==> src/rtl/lcd_scan_pkg.sv <==
package lcd_scan_pkg;

    typedef enum logic [1:0] {
        ST_ONE  = 2'd0,
        ST_TWO  = 2'd1,
        ST_FOUR = 2'd2
    } line_state_e;

endpackage

==> src/rtl/lcd_scan_mode_fsm.sv <==
module lcd_scan_mode_fsm
    import lcd_scan_pkg::*;
(
    input  logic        clk,
    input  logic        rst_n,
    input  logic [1:0]  line_mode,
    output line_state_e state_q,
    output logic        mode_chg,
    output logic        duty_33
);

    line_state_e state_d;

    always_comb begin
        unique case (line_mode)
            2'b00:   state_d = ST_ONE;
            2'b01:   state_d = ST_TWO;
            2'b10:   state_d = ST_FOUR;
            2'b11:   state_d = ST_FOUR;
            default: state_d = ST_ONE;
        endcase
    end

    always_ff @(posedge clk) begin
        if (!rst_n) state_q <= ST_ONE;
        else        state_q <= state_d;
    end

    always_comb begin
        mode_chg = (state_d != state_q);
        unique case (state_q)
            ST_ONE:  duty_33 = 1'b0;
            ST_TWO:  duty_33 = 1'b1;
            ST_FOUR: duty_33 = 1'b1;
            default: duty_33 = 1'b0;
        endcase
    end

endmodule

==> src/rtl/lcd_scan_offset.sv <==
module lcd_scan_offset
    import lcd_scan_pkg::*;
#(
    parameter int AW     = 7,
    parameter int LEN_1L = 80,
    parameter int LEN_2L = 40,
    parameter int LEN_4L = 20
) (
    input  logic          clk,
    input  logic          rst_n,
    input  line_state_e   state_q,
    input  logic          mode_chg,
    input  logic          home,
    input  logic          shift_left,
    input  logic          shift_right,
    output logic [AW-1:0] off_q
);

    logic [AW-1:0] len_m1;
    logic [AW-1:0] off_d;

    always_comb begin
        unique case (state_q)
            ST_ONE:  len_m1 = AW'(LEN_1L - 1);
            ST_TWO:  len_m1 = AW'(LEN_2L - 1);
            ST_FOUR: len_m1 = AW'(LEN_4L - 1);
            default: len_m1 = AW'(LEN_1L - 1);
        endcase
    end

    always_comb begin
        off_d = off_q;
        if (mode_chg || home) begin
            off_d = '0;
        end else if (shift_left && !shift_right) begin
            off_d = (off_q == len_m1) ? '0 : off_q + AW'(1);
        end else if (shift_right && !shift_left) begin
            off_d = (off_q == '0) ? len_m1 : off_q - AW'(1);
        end
    end

    always_ff @(posedge clk) begin
        if (!rst_n) off_q <= '0;
        else        off_q <= off_d;
    end

endmodule

==> src/rtl/lcd_scan_map.sv <==
module lcd_scan_map
    import lcd_scan_pkg::*;
#(
    parameter int AW        = 7,
    parameter int LEN_1L    = 80,
    parameter int LEN_2L    = 40,
    parameter int LEN_4L    = 20,
    parameter int STRIDE_2L = 64,
    parameter int STRIDE_4L = 32
) (
    input  line_state_e   state_q,
    input  logic [AW-1:0] off,
    input  logic [1:0]    line_idx,
    input  logic [AW-1:0] col,
    output logic [AW-1:0] addr_d
);

    logic [AW-1:0] len;
    logic [AW-1:0] base;
    logic [AW:0]   sum;
    logic [AW:0]   pos;

    always_comb begin
        unique case (state_q)
            ST_ONE: begin
                len  = AW'(LEN_1L);
                base = '0;
            end
            ST_TWO: begin
                len  = AW'(LEN_2L);
                base = line_idx[0] ? AW'(STRIDE_2L) : '0;
            end
            ST_FOUR: begin
                len  = AW'(LEN_4L);
                base = AW'(STRIDE_4L) * AW'(line_idx);
            end
            default: begin
                len  = AW'(LEN_1L);
                base = '0;
            end
        endcase
    end

    always_comb begin
        sum = {1'b0, col} + {1'b0, off};
        pos = (sum >= {1'b0, len}) ? sum - {1'b0, len} : sum;
        if (col >= len) addr_d = base;
        else            addr_d = base + pos[AW-1:0];
    end

endmodule

==> src/rtl/lcd_scan_addr.sv <==
module lcd_scan_addr
    import lcd_scan_pkg::*;
#(
    parameter int AW        = 7,
    parameter int LEN_1L    = 80,
    parameter int LEN_2L    = 40,
    parameter int LEN_4L    = 20,
    parameter int STRIDE_2L = 64,
    parameter int STRIDE_4L = 32
) (
    input  logic          clk,
    input  logic          rst_n,
    input  logic [1:0]    line_mode,
    input  logic          shift_left,
    input  logic          shift_right,
    input  logic          home,
    input  logic [1:0]    line_idx,
    input  logic [AW-1:0] col,
    output logic [AW-1:0] addr,
    output logic          duty_33
);

    line_state_e   state_q;
    logic          mode_chg;
    logic [AW-1:0] off_q;
    logic [AW-1:0] addr_d;
    logic [AW-1:0] addr_q;

    lcd_scan_mode_fsm fsm_i (
        .clk      (clk),
        .rst_n    (rst_n),
        .line_mode(line_mode),
        .state_q  (state_q),
        .mode_chg (mode_chg),
        .duty_33  (duty_33)
    );

    lcd_scan_offset #(
        .AW(AW), .LEN_1L(LEN_1L), .LEN_2L(LEN_2L), .LEN_4L(LEN_4L)
    ) offset_i (
        .clk        (clk),
        .rst_n      (rst_n),
        .state_q    (state_q),
        .mode_chg   (mode_chg),
        .home       (home),
        .shift_left (shift_left),
        .shift_right(shift_right),
        .off_q      (off_q)
    );

    lcd_scan_map #(
        .AW(AW), .LEN_1L(LEN_1L), .LEN_2L(LEN_2L), .LEN_4L(LEN_4L),
        .STRIDE_2L(STRIDE_2L), .STRIDE_4L(STRIDE_4L)
    ) map_i (
        .state_q (state_q),
        .off     (off_q),
        .line_idx(line_idx),
        .col     (col),
        .addr_d  (addr_d)
    );

    always_ff @(posedge clk) begin
        if (!rst_n) addr_q <= '0;
        else        addr_q <= addr_d;
    end

    assign addr = addr_q;

endmodule

==> config.mk <==
export PLATFORM = sky130hd
export DESIGN_NAME = lcd_scan_addr
export DESIGN_NICKNAME = d
export VERILOG_FILES = /design/src/rtl/lcd_scan_pkg.sv /design/src/rtl/lcd_scan_mode_fsm.sv /design/src/rtl/lcd_scan_offset.sv /design/src/rtl/lcd_scan_map.sv /design/src/rtl/lcd_scan_addr.sv
export SDC_FILE = /design/constraint.sdc
export NUM_CORES = 1
export LEC_CHECK = 0
export BUFFER_PORTS_ARGS = -buffer_cell sky130_fd_sc_hd__buf_4
export CORE_ASPECT_RATIO = 0.5
export CORE_MARGIN = 10
export CORE_UTILIZATION = 50
export DETAILED_ROUTE_END_ITERATION = 7
export HOLD_SLACK_MARGIN = 0.06
export PLACE_DENSITY = 0.71
export RECOVER_POWER = 25
export SETUP_SLACK_MARGIN = 0.5
export SKIP_CTS_REPAIR_TIMING = 1
export SLEW_MARGIN = 20
export SYNTH_ARGS = -nofsm -noshare
export SYNTH_HDL_FRONTEND = slang
export SYNTH_SLANG_ARGS = --single-unit
==> constraint.sdc <==
create_clock -name clk -period 3.9 [get_ports clk]
set_input_delay 0.585 -clock clk [delete_from_list [all_inputs] [get_ports clk]]
set_output_delay 0.585 -clock clk [all_outputs]
set_load 0.05 [all_outputs]
==> key figures <==
Status
  – Status: completed

Drt
  – Iter 0 DRT Violations: 36
  – Via-to-Cell Ratio: 5.54
  – Drt total wl: 3980 um
  – Via count: 1478
  – Antenna Violating Nets Remaining: 0
  – DRT Pass-1 Iters: 4
  – DRC: 0
  – Post-DR wirelength/cell: 14.9 um

Setup path
  – Most frequent CP cell: o21ai_2
  – Max incr delay on CP: 0.40 ns
  – Top Family by Delay on Critical Path: simple AND/OR/NAND/NOR gates
  – WP data required: ~4.1 ns
  – CP Launch Type: input port
  – CP bufs+invs: 2
  – Critical Path AT: about 3.5 ns
  – Crit. End Element: flop
  – CP cell instances: buf_4 -> ha_2 -> inv_1 -> fa_2 -> nor2b_4 -> o21ai_0 -> a21oi_2 -> ha_4 -> and4b_1 -> a211oi_2 -> o21ai_2 -> or3b_1 -> and3_4 -> o21ai_2 -> mux2i_1
  – Max Fanout on Critical Path: 4
  – Kind of critical path: input port to flop
  – CP max stage cell: or3b_1

GRT
  – GRT Util Overall: 12.8%
  – Global-route met1 utilization: 16.4%
  – Routing usage on met2: 20.9%
  – Met3 Track Usage GR: 3.17%
  – Initial antenna violation count: 0
  – Gr ovfl total: 0
  – Pin count of the biggest net entering global routing: 15
  – Vias in the first global route: around 1.4k
  – Grt peak-use layer: met2
  – Global-route wire length before repair: 6340 um

Yosys
  – Asr flop ratio synth: 0%
  – Adder-Cell Fraction of Synth Area: 21.1%
  – Mapped Cells: 205
  – Yosys top cell area share: 19.1%
  – Largest family of logic cells by synthesized area: compound AO/OA/AOI/OAI gates
  – Mapped Area: approximately 0.0017 mm^2
  – Count leader, synth: ha_1
  – FF+latch count, synth: 16
  – Post-synthesis xor/xnor area fraction: 6.28%
  – Post-synthesis sequential area ratio: 19.1%
  – Syn avg cell area: 8.17 um^2
  – Synth top cells by count: ha_1, nor2_1, a21oi_1, dfxtp_1, inv_1
  – Ranking of synthesized cells by area: dfxtp_1, ha_1, a21oi_1
  – Post-synth EDFFs: 0
  – Total number of yosys warnings: 0
  – Area leader, netlist: dfxtp_1
  – Yosys cell types: 49
  – Syn nets: about 250
  – Main synth FF type: dfxtp_1
  – Synth Area in Simple Gates: between 20% and 30%
  – Compound-Gate Fraction of Synth Area: 24.4%
  – Mux cell area share after synthesis: under 10%

Clock tree
  – Skew-Pair Late Insertion Delay: 0.25 ns
  – CTS tree: built
  – Root buf cell: clkbuf_8
  – CTS H-tree depth: 1
  – CTS max path bufs: 2
  – TritonCTS buffer count: 3
  – Num Clock Sinks: 16
  – Clock Pin Slew Worst Setup and Hold Paths: 0.07 ns

Cells and area
  – Layout fillers: 284
  – # nets final: between 200 and 300
  – Multi-input gate area: between 0.001 and 0.0015 mm^2
  – Layout area overhead: 16.5%
  – Register area: 327 um^2
  – Number of diodes: 0
  – Layout cells sized above 1: 19.4%

Timing
  – Setup repair after global routing missed its margin: no
  – Slew @ Worst Pin: 0.604 ns
  – Setup TNS Final: 0 ns
  – Tcrit/Tclk final: 84.9%
  – Slew margin rel.: 59.9%
  – Slew Limit Fails: 0
  – Setup-failing EPs final: 0
  – Final count of hold timing violations: 0
  – F_max: 302 MHz
  – Setup Skew: between 0.005 and 0.006 ns
  – Final Critical Period: 3.31 ns

Floorplanning
  – Die W: around 100 um
  – Initial Util: ~54%
  – Core area: about 0.0031 mm^2
  – Chip height: 60.9 um
  – Top Ports: 24
  – DIE AREA: between 0.006 and 0.007 mm^2
  – Cell row count: 14

Job
  – Max Cap Viol: 0

Placement
  – Hpwl dp: 3190 um
  – Port Buffer Count: 23
  – Final Wtd Congestion: just over 0.8

Power
  – Worst vdd ir: ~160 uV
  – Pwr dens: 289 mW/mm^2
  – Leakage: slightly below 0.0009 uW
  – Total power: ~560 uW

Worst hold path
  – Min-delay worst type: input port to flop
cells by family (layout without fill, tap and decap cells):
logic type,after synthesis,after routing
compound gates,62,62
flops,16,16
mux,5,5
xor+xnor,12,12
simple gates,62,62
fa+ha+maj,27,27
buf+inv,21,43
registers in the layout, indices dropped and copies added, names as in the netlist:
register	cells
addr	7
offset_i.off_q	7
fsm_i.state_q	2
final cells by class:
| class | instances | share of cell area, % |
|---|---|---|
| Multi-Input combinational cell | 168 | 66.5 |
| Clock buffer | 4 | 2.82 |
| Sequential cell | 16 | 16.7 |
| Inverter | 14 | 2.69 |
| Tap cell | 40 | 2.57 |
| Timing Repair Buffer | 25 | 8.66 |
per-layer routing:
layer | up-vias | part of all wire, %
li1 | 782 | -
met3 | 2 | 3.8
met5 | - | 0
met2 | 18 | 46
met4 | 0 | 0.73
met1 | 676 | 49
power by group:
part           switching [uW]  internal (uW)  total [uW]
clock network            61.5           89.7         151
registers                6.22            175         181
logic                     137           95.2         232
total                     204            360         564
layout by cell type (no fill, tap or decap), types with 2 or more instances in the layout:
| cell type | synthesis | final |
|---|---|---|
| inv_1 | 14 | 14 |
| mux2i_1 | 4 | 4 |
| nor2_1 | 22 | 21 |
| xor2_1 | 8 | 7 |
| nand2b_1 | 2 | 2 |
| xnor2_1 | 4 | 4 |
| o21ai_1 | 3 | 4 |
| nand3_1 | 3 | 3 |
| nand2_1 | 6 | 6 |
| clkbuf_8 | 0 | 4 |
| nor3b_1 | 2 | 2 |
| nor2b_1 | 6 | 6 |
| a21oi_1 | 19 | 18 |
| a21o_1 | 3 | 3 |
| nor3_1 | 5 | 5 |
| o21ai_2 | 1 | 2 |
| o21ai_0 | 11 | 9 |
| fa_2 | 0 | 2 |
| o21bai_1 | 4 | 4 |
| a211oi_1 | 8 | 8 |
| ha_1 | 25 | 22 |
| dfxtp_2 | 0 | 2 |
| and2_1 | 2 | 2 |
| dfxtp_1 | 16 | 13 |
| and3b_1 | 3 | 3 |
| clkbuf_1 | 3 | 5 |
| ha_2 | 0 | 2 |
| buf_4 | 0 | 20 |
| and3_1 | 3 | 3 |
stage by stage:
step	utilization (%)	hold slack, ns	worst slack [ns]	area, um^2	cells
finish	62.9	0.564	0.591	1950	267
global route	62.9	0.571	0.462	1950	267
CTS	62.2	0.566	0.403	1930	266
detailed placement	60.5	0.600	0.210	1870	262
global placement	60.5	0.596	0.361	1870	262
floorplan	-	0.530	0.515	1690	205
path summary, 6_finish.rpt:
path / from / endpoint / slack [ns] / cells after the start
max: col[0] / addr[6]$_SDFF_PN0_ / 0.59 / 15
min: line_mode[1] / fsm_i.state_q[1]$_SDFF_PN0_ / 0.56 / 2
max reg2reg: offset_i.off_q[0]$_SDFFE_PP0P_ / addr[6]$_SDFF_PN0_ / 0.61 / 14
min reg2reg: offset_i.off_q[2]$_SDFFE_PP0P_ / offset_i.off_q[2]$_SDFFE_PP0P_ / 0.57 / 2
Note: power is estimated with default switching activity, not from simulation.
